`src/rtl/ext_router_pkg.sv`:
```
package ext_router_pkg;

  typedef enum logic [1:0] {
    SPACE_PROG = 2'b00,
    SPACE_X    = 2'b01,
    SPACE_Y    = 2'b10,
    SPACE_NONE = 2'b11
  } spaceT;

  // Decode results from datapath to control
  typedef struct packed {
    logic spaceValid;
    logic toPortB;
    logic peerHit;
    logic sysOutHit;
    logic sysInHit;
  } decodeT;

  // Strobes from control to datapath
  typedef struct packed {
    logic psrLoad;
  } dpCtrlT;

endpackage

```
`src/rtl/router_dp.sv`:
```
module router_dp
  import ext_router_pkg::*;
#(
  parameter int unsigned ADDR_W = 32,
  parameter int unsigned SECT_W = 3,
  parameter int unsigned SPACES = 3,
  parameter logic [ADDR_W-1:0] SYS_IN_ADDR    = 32'hFFFF_FFFF,
  parameter logic [ADDR_W-1:0] SYS_OUT_ADDR   = 32'hFFFF_FFFC,
  parameter logic [ADDR_W-1:0] PEER_TX_ADDR   = 32'hFFFF_FF24,
  parameter logic [ADDR_W-1:0] PEER_STAT_ADDR = 32'hFFFF_FF08,
  localparam int unsigned SECTIONS = 1 << SECT_W,
  localparam int unsigned PSR_W    = SPACES * SECTIONS,
  localparam int unsigned CODE_SLOTS = 4
) (
  input  logic              clk,
  input  logic              rstN,
  input  dpCtrlT            ctrl,
  input  logic [PSR_W-1:0]  psrWrData,
  input  logic [ADDR_W-1:0] addr,
  input  logic [1:0]        space,
  output decodeT            dec
);

  logic [PSR_W-1:0]      psrQ;
  logic [SECT_W-1:0]     section;
  logic [SPACES-1:0]     spaceRoute;
  logic [CODE_SLOTS-1:0] routeBits;
  logic                  isX;
  logic                  isY;

  always_ff @(posedge clk or negedge rstN) begin
    if (!rstN) psrQ <= '0;
    else if (ctrl.psrLoad) psrQ <= psrWrData;
  end

  assign section = addr[ADDR_W-1 -: SECT_W];

  // One section lookup per address space
  for (genvar g = 0; g < SPACES; g++) begin : gSpace
    assign spaceRoute[g] = psrQ[g*SECTIONS + int'(section)];
  end

  always_comb begin
    routeBits = '0;
    routeBits[SPACES-1:0] = spaceRoute;
  end

  assign isX = (space == SPACE_X);
  assign isY = (space == SPACE_Y);

  always_comb begin
    dec.spaceValid = (int'(space) < SPACES);
    dec.toPortB    = routeBits[space];
    dec.peerHit    = isY && ((addr == PEER_TX_ADDR) || (addr == PEER_STAT_ADDR));
    dec.sysOutHit  = isY && (addr == SYS_OUT_ADDR);
    dec.sysInHit   = isX && (addr == SYS_IN_ADDR);
  end

endmodule

```
`src/rtl/router_ctrl.sv`:
```
module router_ctrl
  import ext_router_pkg::*;
(
  input  logic   clk,
  input  logic   rstN,
  input  logic   psrWrEn,
  input  logic   rdWrN,
  input  logic   xferStrobeN,
  input  decodeT dec,
  output dpCtrlT ctrl,
  output logic   portACsN,
  output logic   portBCsN,
  output logic   peerHostSelN,
  output logic   sysOutLatchEnN,
  output logic   sysInRdEnN,
  output logic   inputReadyN
);

  logic active;
  logic sysInRead;
  logic sysInPrev;

  assign ctrl.psrLoad = psrWrEn;
  assign active       = !xferStrobeN && dec.spaceValid;

  assign portACsN       = !(active && !dec.toPortB);
  assign portBCsN       = !(active &&  dec.toPortB);
  assign peerHostSelN   = !(active && dec.peerHit);
  assign sysOutLatchEnN = !(active && dec.sysOutHit && !rdWrN);
  assign sysInRead      =   active && dec.sysInHit  &&  rdWrN;
  assign sysInRdEnN     = !sysInRead;

  // Ready pulse on the first strobed cycle of each input-latch read
  always_ff @(posedge clk or negedge rstN) begin
    if (!rstN) begin
      sysInPrev   <= 1'b0;
      inputReadyN <= 1'b1;
    end else begin
      sysInPrev   <= sysInRead;
      inputReadyN <= !(sysInRead && !sysInPrev);
    end
  end

endmodule

```
`src/rtl/ext_addr_router.sv`:
```
module ext_addr_router
  import ext_router_pkg::*;
#(
  parameter int unsigned ADDR_W = 32,
  parameter int unsigned SECT_W = 3,
  parameter int unsigned SPACES = 3,
  parameter logic [ADDR_W-1:0] SYS_IN_ADDR    = 32'hFFFF_FFFF,
  parameter logic [ADDR_W-1:0] SYS_OUT_ADDR   = 32'hFFFF_FFFC,
  parameter logic [ADDR_W-1:0] PEER_TX_ADDR   = 32'hFFFF_FF24,
  parameter logic [ADDR_W-1:0] PEER_STAT_ADDR = 32'hFFFF_FF08,
  localparam int unsigned PSR_W = SPACES * (1 << SECT_W)
) (
  input  logic              clk,
  input  logic              rstN,
  input  logic              psrWrEn,
  input  logic [PSR_W-1:0]  psrWrData,
  input  logic [ADDR_W-1:0] addr,
  input  logic [1:0]        space,
  input  logic              rdWrN,
  input  logic              xferStrobeN,
  output logic              portACsN,
  output logic              portBCsN,
  output logic              peerHostSelN,
  output logic              sysOutLatchEnN,
  output logic              sysInRdEnN,
  output logic              inputReadyN
);

  decodeT dec;
  dpCtrlT ctrl;

  router_dp #(
    .ADDR_W(ADDR_W), .SECT_W(SECT_W), .SPACES(SPACES),
    .SYS_IN_ADDR(SYS_IN_ADDR), .SYS_OUT_ADDR(SYS_OUT_ADDR),
    .PEER_TX_ADDR(PEER_TX_ADDR), .PEER_STAT_ADDR(PEER_STAT_ADDR)
  ) uDp (
    .clk(clk), .rstN(rstN), .ctrl(ctrl), .psrWrData(psrWrData),
    .addr(addr), .space(space), .dec(dec)
  );

  router_ctrl uCtrl (
    .clk(clk), .rstN(rstN), .psrWrEn(psrWrEn), .rdWrN(rdWrN),
    .xferStrobeN(xferStrobeN), .dec(dec), .ctrl(ctrl),
    .portACsN(portACsN), .portBCsN(portBCsN), .peerHostSelN(peerHostSelN),
    .sysOutLatchEnN(sysOutLatchEnN), .sysInRdEnN(sysInRdEnN),
    .inputReadyN(inputReadyN)
  );

endmodule

```
`config.mk`:
```
export PLATFORM = sky130hd
export DESIGN_NAME = ext_addr_router
export DESIGN_NICKNAME = d
export VERILOG_FILES = /design/src/rtl/ext_router_pkg.sv /design/src/rtl/router_dp.sv /design/src/rtl/router_ctrl.sv /design/src/rtl/ext_addr_router.sv
export SDC_FILE = /design/constraint.sdc
export NUM_CORES = 1
export LEC_CHECK = 0
export BUFFER_PORTS_ARGS = -buffer_cell sky130_fd_sc_hd__buf_4
export CAP_MARGIN = 20
export CORE_ASPECT_RATIO = 1.5
export CORE_MARGIN = 2
export CORE_UTILIZATION = 44
export CTS_CLUSTER_SIZE = 8
export DETAILED_ROUTE_END_ITERATION = 6
export PLACE_DENSITY = 0.84
export SETUP_SLACK_MARGIN = 0.2
export SLEW_MARGIN = 20
export SYNTH_ARGS = -nofsm -noshare
export SYNTH_HDL_FRONTEND = slang
export SYNTH_SLANG_ARGS = --single-unit
```
`constraint.sdc`:
```
create_clock -name clk -period 1.9 [get_ports clk]
set_input_delay 0.38 -clock clk [delete_from_list [all_inputs] [get_ports clk]]
set_output_delay 0.38 -clock clk [all_outputs]
set_load 0.005 [all_outputs]
```
==> qor.yml, run 1 <==
status: "finished, violations left"
violations: "hold timing, setup timing"
wirelength_mm: 3.69
p_int_mw: 1.08
final_core_util_pct: 72.7
syn2layout_area_growth_pct: 54.6
hold_viol: 2
layout_setup_ws_ps: -156
worst_pin_slew_ps: 323
dp_cells: 215
period_needed_ps: 2060
cts.sinks: 26
row_count: 24
rr_worst_depth: 2
wl_per_cell_um: 16.4
ir_drop_v: 0.000753
fin_cells: 225
layout_common_cells: "buf_4, dfrtp_1, mux2_2"
swShare_pct: 21.8
grt-ovfl-total: 0
cellPowerDensity_nw_per_um2: 645
crit_path_start_kind: "flop"
pwr-share-seq_pct: 46.0
p_comb_share_pct: 21.5
cp_data_required_time_ps: 1520
dr.pass1.iters: 4
syn-cell-area_um2: 1380
drv_slew: 0
grt_pass1_vias: 1313
finalSetupViolCount: 3
die_y_um: 72.7
synth_cells: 109
post-place-ws_ps: -68.6
p_leak_nw: 0.992
layout_commonest_cell: "buf_4"
p_sw_mw: 0.300
rr_endpoint: "uDp.psrQ[16]$_DFFE_PN0P_"
p_clk_share_pct: 32.5
yosys_warnings: 0
yosysUniqueCellTypes: 32
postSynthAreaPerCell_um2: 12.7
period_share_pct: 108
worstPathMaxFanout: 2
track_usage_pct: 20.8
synth-seq-cells: 26
placed_area_um2: 1940
worst_hold_slack_ps: -1.06
io_buffers: 68
drc: 0
synth_nets: 172
worst_clock_skew_ps: 0.0493
cts-root-buf: "clkbuf_8"
num_antenna_cells: 0
grt_max_degree: 27
arrival_ps: 1680
die_x_um: 49.8
cap_violations: 0
reg2reg_from: "uDp.psrQ[16]$_DFFE_PN0P_"
vias: 1216
io_pins: 69
cts_tree: "built"
place_congestion: 0.854
htreeDepth: 1
clk_pin_slew_ps: 90
start_util_pct: 47.0
cts_buffer_depth: 2
design_area_um2: 2140
total_power_mw: 1.38
final_nets: 250
r2r_slack_ps: 1000
num-fill-cells: 209
relSlewSlack_pct: 78.5
rsz0062_at_grt: "yes"
ys_seq_area_share_pct: 47.1
place_hpwl_mm: 2.75
drive_above_1_share_pct: 63.4
antenna_found_initial: 0
coreArea_um2: 2940
vias_per_cell: 5.40
end_kind: "output port"
grt_pass1_wl_mm: 5.80
hold_path.class: "input port to async pin"
cts_buffers: 3
worstSkewPairLatency_ps: 260
dieArea_um2: 3620
ant_nets: 0
worstSetupPathType: "flop to output port"
fmax_mhz: 486
drt-initial-drc-count: 30
synth_stat cells:
cell      number  area share [%]
a21o_1         1            0.54
a21oi_1        2            0.72
a22oi_1        2             1.1
a31o_1         1            0.63
and2b_1        1            0.54
buf_2          3             1.1
buf_6          1            0.81
clkbuf_1       1            0.27
dfrtp_1       25              45
dfstp_2        1             1.9
inv_1          1            0.27
mux2_2        24              20
mux2i_1        8             5.8
mux4_1         1             1.9
mux4_2         1             1.6
nand2_1        1            0.27
nand2b_1       3             1.4
nand2b_4       1            0.99
nand3_1        6             2.2
nand3_2        1            0.72
nand3b_1       1            0.54
nand4_1        7             3.2
nand4_2        2             1.8
nand4b_1       1            0.63
nor2_1         4             1.1
nor2b_1        1            0.45
nor3_2         1            0.72
nor4_1         1            0.45
nor4_4         1             1.5
o21ai_0        1            0.36
or2_1          2            0.90
or3_1          2            0.90
power by group through the flow:
stage               Combinational, mW  Clock, mW  Sequential [mW]
CTS                             0.290      0.458            0.634
finish                          0.296      0.448            0.635
global placement                0.258          0            0.640
detailed placement              0.269          0            0.645
global route                    0.320      0.480            0.640
floorplan                       0.132          0            0.632
worst max-delay path by stage:
stage / startpoint / endpoint / slack (ps) / cells after the start
floorplan: addr[29] / portBCsN / 200 / 5
global placement: addr[29] / portACsN / -30 / 6
detailed placement: addr[29] / portACsN / -70 / 6
CTS: uDp.psrQ[17]$_DFFE_PN0P_ / portACsN / -150 / 5
global route: uDp.psrQ[19]$_DFFE_PN0P_ / portACsN / -230 / 5
finish: uDp.psrQ[19]$_DFFE_PN0P_ / portACsN / -160 / 5
logic make-up after synthesis:
family | after synthesis | share of synthesized area, %
and+or+nand+nor | 36 | 18.3
AOI/OAI and AO/OA | 7 | 3.35
muxes | 34 | 28.8
buffers and inverters | 6 | 2.44
DFF | 26 | 47.1
worst max-delay path, cell delays in order, from the launching register on:
cell and delay, ps:
dfrtp_1 390, mux4_2 460, or2_1 230, nand3_2 70, nand4b_1 110, buf_4 150
what timing repair did:
action,in CTS,in global routing
pin swaps,6,5
resized for setup,16,4
hold buffers,0,0
endpoints found under the setup margin,5,5
buffers inserted,4,2
flip-flops by register name, indices dropped and copies added, names as in the netlist:
signal	count
uCtrl.inputReadyN	1
uCtrl.sysInPrev	1
uDp.psrQ	24
area by class of cell:
class                      instances  area, um2  area share (%)
inverter                           1       3.75           0.175
multi-input combinational         77        722            33.7
tap                               39       48.8            2.28
clock buffer                       3       41.3            1.93
sequential                        26        652            30.5
timing repair buffer              78        642            30.0
clock inverter                     1       30.0            1.40
per-stage QoR:
| step | setup TNS (ps) | hold WS, ps |
|---|---|---|
| detailed placement | -164 | 303 |
| floorplan | 0 | 84.4 |
| CTS | -296 | 8.45 |
| global route | -552 | 12.0 |
| global placement | -64.6 | 293 |
| finish | -361 | -1.06 |
routing by layer:
layer	GRT usage, %	up-vias	wire length (um)
met4	6.48	0	70
met3	3.48	8	265
met5	0	-	0
met1	20.9	582	1310
li1	-	562	-
met2	41.9	64	2040
No activity file was read; power rests on OpenSTA's default activity.
==> inputs of run 2 (changes only) <==
--- a/config.mk
+++ b/config.mk
@@ -13,8 +13,9 @@
 export CTS_CLUSTER_SIZE = 8
 export DETAILED_ROUTE_END_ITERATION = 6
-export PLACE_DENSITY = 0.84
+export PLACE_DENSITY = 0.85
 export SETUP_SLACK_MARGIN = 0.2
 export SLEW_MARGIN = 20
 export SYNTH_ARGS = -nofsm -noshare
 export SYNTH_HDL_FRONTEND = slang
+export SYNTH_HIERARCHICAL = 1
 export SYNTH_SLANG_ARGS = --single-unit
==> constraint.sdc (replaced) <==
create_clock -name clk -period 1.9 [get_ports clk]
set_input_delay 0.38 -clock clk [delete_from_list [all_inputs] [get_ports clk]]
set_output_delay 0.38 -clock clk [all_outputs]
set_load 0.01 [all_outputs]
==> run 2 against run 1 <==
Clock power barely moved. Hold slack improved by 6.4 ps. Die area fell by 1.1%. Non-clock buffer count rose by 1. Sequential share of layout area rose by 0.089 points. Utilization fell by 0.21 points. Area after synthesis fell by 1.2%. Clock skew rose by 0.84 ps. Sequential power barely moved. First-iteration DRC count fell by 63%. The run ends with setup timing left. Register-to-register slack got worse by 20 ps. Cell area fell by 0.29%.
==> qor.yml, run 2 <==
syn-cell-area_um2: 1370  # -1.2%
cts_hold_buffers: 0  # unchanged
place_congestion: 0.801  # -6.2%
synth_cells: 105  # -3.7%
crit_end: "portACsN"
cts_buffer_depth: 2  # unchanged
yosysTopAreaCellShare_pct: 45.7  # +0.54 points
synth_nets: 168  # -2.3%
coreArea_um2: 2940  # unchanged
dp_cells: 213  # -0.93%
start_util_pct: 46.5  # -0.55 points
row_count: 24  # unchanged
r2r_slack_ps: 980  # -20 ps
num_antenna_cells: 0  # unchanged
syn2layout_area_growth_pct: 56.0
cap_violations: 0  # unchanged
layout_commonest_cell: "buf_4"
num-fill-cells: 203  # -2.9%
p_leak_nw: 0.966  # -2.6%
final_nets: 245  # -2.0%
period_share_pct: 118  # +9.7 points
cts_buffers: 3  # unchanged
wirelength_mm: 3.79  # +2.8%
end_kind: "output port"
htreeDepth: 1  # unchanged
worst_pin_slew_ps: 326  # +3.51 ps
max_stage_delay_ps: 490  # +30 ps
drv_slew: 0  # unchanged
place_hpwl_mm: 2.82  # +2.9%
layout_setup_ws_ps: -340  # -184 ps
dieArea_um2: 3580  # -1.1%
finalSetupViolCount: 4  # +1
largest_reg_flops: 24  # unchanged
vias: 1189  # -2.2%
cp_data_required_time_ps: 1520  # about the same
worstSkewPairLatency_ps: 260  # about the same
yosysUniqueCellTypes: 28  # -13%
p_sw_mw: 0.303  # +0.91%
crit_start: "uDp/psrQ[7]$_DFFE_PN0P_"
yosys_warnings: 6  # +6
grt_max_degree: 27  # unchanged
cellPowerDensity_nw_per_um2: 649  # +0.73%
synth_edf_count: 0  # unchanged
vias_per_cell: 5.40  # about the same
relSlewSlack_pct: 78.2  # -0.23 points
hold_path.class: "input port to async pin"
grt-ovfl-total: 0  # unchanged
rr_endpoint: "uDp/psrQ[12]$_DFFE_PN0P_"
postSynthAreaPerCell_um2: 13.0  # +2.6%
period_needed_ps: 2240  # +184 ps
synth-seq-cells: 26  # unchanged
drc: 0  # unchanged
status: "finished, violations left"
violations: "setup timing"
cp.depth: 6  # +1
crit_family: "multiplexers"
top_regs: "uDp/psrQ (24), uCtrl/inputReadyN (1), uCtrl/sysInPrev (1)"
layout_common_cells: "buf_4, dfrtp_1, mux2_2"
track_usage_pct: 20.8  # +0.078 points
synth_area_leaders: "dfrtp_1, mux2_2, mux4_1"
drt-initial-drc-count: 11  # -63%
die_x_um: 49.5  # -0.54%
die_y_um: 72.3  # -0.56%
swShare_pct: 21.9  # +0.10 points
clk_pin_slew_ps: 90  # about the same
largest_register: "uDp/psrQ"
drive_above_1_share_pct: 66.3  # +2.9 points
dr.pass1.iters: 4  # unchanged
cts_tree: "built"
io_pins: 69  # unchanged
total_power_mw: 1.39  # +0.44%
reg2reg_from: "uDp/psrQ[12]$_DFFE_PN0P_"
io_buffers: 68  # unchanged
ys.flop_type: "dfrtp_1"
worstPathMaxFanout: 2  # unchanged
final_core_util_pct: 72.5  # -0.21 points
grt_pass1_wl_mm: 5.68  # -2.0%
hold_viol: 0  # -2
grt_pass1_vias: 1251  # -4.7%
antenna_found_initial: 0  # unchanged
worstSetupPathType: "flop to output port"
ys_seq_area_share_pct: 47.7  # +0.56 points
pwr-share-seq_pct: 45.8  # -0.2 points
p_int_mw: 1.08  # +0.30%
cts-root-buf: "clkbuf_8"
crit_path_start_kind: "flop"
ys_top_cells_by_count: "dfrtp_1, mux2_2, nand4_1"
ys_async_sr_fraction_pct: 100  # unchanged
p_comb_share_pct: 21.8  # +0.3 points
wl_per_cell_um: 17.2  # +5.2%
fin_cells: 220  # -2.2%
path_cells: "mux4_2 > mux2_4 > nand3_2 > nand4_4 > nand2b_4 > buf_6"
yosys.area.top_type: "dfrtp_1"
p_clk_share_pct: 32.4  # about the same
crit_slowest_cell: "mux4_2"
ant_nets: 0  # unchanged
arrival_ps: 1860  # +180 ps
rr_worst_depth: 2  # unchanged
cts.sinks: 26  # unchanged
worst_clock_skew_ps: 0.893  # +0.844 ps
ir_drop_v: 0.000660  # -12%
cp.buffers_inverters: 1  # unchanged
rsz0062_at_grt: "yes"
fmax_mhz: 446  # -8.2%
-- run 2: cell types whose count changed in the layout (fill, tap and decap cells not counted), moves of 2 or more --
| cell | delta |
|---|---|
| a21oi_1 | -2 |
| a22oi_1 | -2 |
| buf_6 | +4 |
| buf_8 | -4 |
| mux2i_1 | -6 |
| mux4_1 | +2 |
| nand2_1 | +4 |
| nand3_1 | -3 |
| o211ai_1 | +2 |
| or2_1 | -2 |
| or3_1 | -2 |
-- run 2: cells by family (layout without fill, tap and decap cells) --
logic type,count (synthesis),in the layout,share of synthesized area [%]
multiplexers,32,32,31.1
flip-flops,26,26,47.7
buffers and inverters,9,85,3.57
AO/OA/AOI/OAI,5,5,2.84
AND/OR/NAND/NOR,33,33,14.8
-- run 2: power by group through the flow --
stage | clock network (mW) | registers (mW) | logic [mW]
2_1_floorplan | 0 | 0.630 | 0.147
3_3_place_gp | 0 | 0.639 | 0.274
3_5_place_dp | 0 | 0.644 | 0.285
4_1_cts | 0.456 | 0.633 | 0.292
5_1_grt | 0.479 | 0.640 | 0.323
6_report | 0.449 | 0.634 | 0.302
-- run 2: worst min path at each step --
stage | start | slack [ps] | endpoint
finish | rstN | 5 | uDp/psrQ[2]$_DFFE_PN0P_
global route | rstN | 20 | uDp/psrQ[8]$_DFFE_PN0P_
CTS | rstN | 10 | uDp/psrQ[2]$_DFFE_PN0P_
detailed placement | rstN | 310 | uDp/psrQ[21]$_DFFE_PN0P_
global placement | rstN | 290 | uDp/psrQ[17]$_DFFE_PN0P_
floorplan | rstN | 80 | uCtrl/sysInPrev$_DFF_PN0_
-- run 2: worst reg2reg max path, delay by kind of cell, from the launching register on --
family                 cells  cell delay, ps
muxes                      1             260
DFF                        1             400
buffers and inverters      1             140
-- run 2: per-layer routing --
layer  GRT usage (%)  share of wire, %  wire length (um)  vias up
li1                -                 -                 -      547
met1            21.6                35              1320      583
met2            40.7                58              2180       55
met3            3.91               6.8               257        4
met4            7.41              0.92                35        0
met5               0                 0                 0        -
-- run 2: layout make-up --
cell class	instances	area (um2)	area share, %
Tap cell	39	48.8	2.29
Timing Repair Buffer	79	634	29.7
Clock buffer	3	41.3	1.94
Inverter	2	7.51	0.352
Multi-Input combinational cell	70	719	33.7
Sequential cell	26	652	30.6
Clock inverter	1	30.0	1.41
-- run 2: metrics by stage --
| stage | hold slack [ps] | TNS, ps | cell area, um2 | setup slack [ps] |
|---|---|---|---|---|
| after floorplan | 84.4 | -33.9 | 1400 | -33.9 |
| after global placement | 294 | -558 | 1960 | -229 |
| after detailed placement | 306 | -698 | 1960 | -245 |
| after CTS | 13.8 | -690 | 2100 | -339 |
| after global routing | 25.0 | -1020 | 2130 | -405 |
| final | 5.36 | -672 | 2130 | -340 |
-- run 2: repair_timing --
item | CTS | global route
endpoints found under the setup margin | 5 | 5
resized for setup | 12 | 6
buffers inserted | 2 | 1
cloned | 0 | 0
pin swaps | 5 | 3
==> inputs of run 3 (changes only) <==
Settings changed: ABC_AREA set to 1, PLACE_DENSITY 0.85 to 0.84, SYNTH_HIERARCHICAL 1 to unset.
==> run 3 against run 2 <==
The run ends with hold timing left. Sequential power decreased by 3%. Sequential share of layout area increased by 0.38 points. Largest power group unchanged. Non-clock buffer count decreased by 7. Largest cell class is now sequential cells. Clock skew decreased by 0.88 ps. Register-to-register slack improved by 150 ps. Area after synthesis increased by 3.8%. Cell area decreased by 1.2%. Critical path depth increased by 4. Critical endpoint is now portBCsN. Fmax increased by 25%.
==> qor.yml, run 3 <==
grt_pass1_wl_mm: 5.42  # -4.5%
place_hpwl_mm: 2.58  # -8.8%
yosys_warnings: 0  # -6
yosys.area.top_type: "dfrtp_1"
yosysTopAreaCellShare_pct: 44.1  # -1.7 points
yosysUniqueCellTypes: 24  # -14%
period_needed_ps: 1790  # -454 ps
start_util_pct: 45.4  # -1.1 points
cts.sinks: 26  # unchanged
cp.buffers_inverters: 2  # +1
violations: "hold timing"
crit_path_start_kind: "flop"
crit_family: "simple AND/OR/NAND/NOR gates"
p_leak_nw: 1.08  # +12%
ys_async_sr_fraction_pct: 100  # unchanged
cts_buffer_depth: 2  # unchanged
io_pins: 69  # unchanged
finalSetupViolCount: 0  # -4
clk_pin_slew_ps: 90  # about the same
ys_top_cells_by_count: "nand2_1, inv_1, dfrtp_1"
synth.most_common_cell: "nand2_1"
row_count: 25  # +4.2%
dieArea_um2: 3710  # +3.6%
arrival_ps: 1410  # -450 ps
top_regs: "uDp.psrQ (24), uCtrl.inputReadyN (1), uCtrl.sysInPrev (1)"
worstSkewPairLatency_ps: 270  # about the same
worstSetupPathType: "flop to output port"
max_stage_delay_ps: 380  # -110 ps
track_usage_pct: 18.9  # -1.9 points
syn-cell-area_um2: 1420  # +3.8%
relSlewSlack_pct: 75.0  # -3.2 points
dr.pass1.iters: 4  # unchanged
total_power_mw: 1.37  # -1.3%
cap_violations: 0  # unchanged
cp_common_cell: "nand2_1"
wl_per_cell_um: 12.4  # -28%
grt-ovfl-total: 0  # unchanged
drv_slew: 0  # unchanged
rsz0062_at_grt: "yes"
worstPathMaxFanout: 2  # unchanged
cp_data_required_time_ps: 1520  # about the same
die_x_um: 50.4  # +1.7%
synth_area_leaders: "dfrtp_1, nand2_1, o21ai_0"
cellPowerDensity_nw_per_um2: 649  # about the same
drive_above_1_share_pct: 43.1  # -23 points
largest_register: "uDp.psrQ"
ant_nets: 0  # unchanged
cts_hold_buffers: 0  # unchanged
layout_common_cells: "buf_4, nand2_1, dfrtp_1"
io_buffers: 68  # unchanged
vias: 1489  # +25%
ys.flop_type: "dfrtp_1"
ys_seq_area_share_pct: 45.9  # -1.8 points
grt_max_degree: 45  # +67%
place_congestion: 0.790  # -1.3%
die_y_um: 73.6  # +1.8%
grt_pass1_vias: 1337  # +6.9%
synth_cells: 187  # +78%
finalSetupTns_ps: 0  # +672 ps
path_cells: "inv_2 > nand2_1 > nand3_1 > nand3_1 > nand3_1 > nand2_1 > nand2_1 > nand2_1 > nand2_1 > buf_6"
drt-initial-drc-count: 52  # +41
cts_tree: "built"
coreArea_um2: 3130  # +6.3%
end_kind: "output port"
hold_viol: 25  # +25
num_antenna_cells: 0  # unchanged
antenna_found_initial: 0  # unchanged
postSynthAreaPerCell_um2: 7.59  # -42%
synth-seq-cells: 26  # unchanged
largest_reg_flops: 24  # unchanged
worst_hold_slack_ps: -9.33  # -14.7 ps
fmax_mhz: 560  # +25%
syn2layout_area_growth_pct: 48.4
drc: 0  # unchanged
htreeDepth: 1  # unchanged
cts_buffers: 3  # unchanged
synth_nets: 250  # +49%
vias_per_cell: 5.05  # -6.6%
crit_slowest_cell: "dfrtp_1"
final_nets: 319  # +30%
wirelength_mm: 3.66  # -3.4%
synth_edf_count: 0  # unchanged
layout_commonest_cell: "buf_4"
hold_path.class: "input port to async pin"
cts-root-buf: "clkbuf_8"
worst_clock_skew_ps: 0.0159  # -0.877 ps
worst_pin_slew_ps: 375  # +48.4 ps
period_share_pct: 94.0  # -24 points
status: "finished, violations left"
ir_drop_v: 0.000799  # +21%
-- run 3: cell count changes after synthesis, sizes merged, moves of 2 or more --
cell / delta
nand2: +44
inv: +30
o21ai: +24
mux2: -21
nand3: +16
a21oi: +6
mux4: -5
nor3: +5
mux2i: -2
nand2b: -2
nand4: -2
nor4: -2
o211ai: -2
-- run 3: repair_timing --
item,in CTS,in global routing
resized for setup,7,28
setup endpoints to repair,3,5
hold endpoints to repair,0,0
buffers inserted,2,2
pin swaps,7,15
-- run 3: worst paths after layout --
kind | slack [ps] | from | cells after the start | endpoint
worst max-delay path | 110 | uDp.psrQ[12]$_DFFE_PN0P_ | 10 | portBCsN
worst min-delay path | -9 | rstN | 1 | uDp.psrQ[4]$_DFFE_PN0P_
worst max register to register | 1130 | uDp.psrQ[23]$_DFFE_PN0P_ | 1 | uDp.psrQ[23]$_DFFE_PN0P_
worst min register to register | 460 | uCtrl.sysInPrev$_DFF_PN0_ | 1 | uCtrl.inputReadyN$_DFF_PN1_
max in group asynchronous | 1620 | rstN | 1 | uCtrl.inputReadyN$_DFF_PN1_
min in group clk | 300 | psrWrData[13] | 3 | uDp.psrQ[13]$_DFFE_PN0P_
-- run 3: area by class of cell --
class	count	area [um2]
fill	265	1020
sequential	26	652
multi-input combinational	121	641
timing repair buffer	72	571
inverter	32	123
tap	40	50.0
clock buffer	3	41.3
clock inverter	1	30.0
-- run 3: power breakdown --
part	switching (mW)	internal [mW]	leakage, nW
clock network	0.174	0.282	0.0357
registers	0.0189	0.599	0.314
logic	0.140	0.153	0.729
-- run 3: layer usage --
metal | share of wire [%] | up-vias | GRT usage (%)
met5 | 0 | - | 0
met1 | 37 | 686 | 19.6
met2 | 54 | 60 | 36.4
met4 | 2.2 | 0 | 8.11
li1 | - | 737 | -
met3 | 7.4 | 6 | 3.46
-- run 3: stage by stage --
step	cells	util (%)	worst slack, ps	cell area [um2]
CTS	293	64.6	119	2020
global route	295	67.4	30.2	2110
detailed placement	287	61.5	147	1920
global placement	287	61.5	160	1920
finish	295	67.4	113	2110
floorplan	187	-	428	1420
-- run 3: kinds of logic after synthesis --
kind of cell	Yosys count	synth area share (%)
buf+inv	40	12.4
simple gates	86	27.4
mux	4	3.17
flops	26	45.9
compound gates	31	11.1
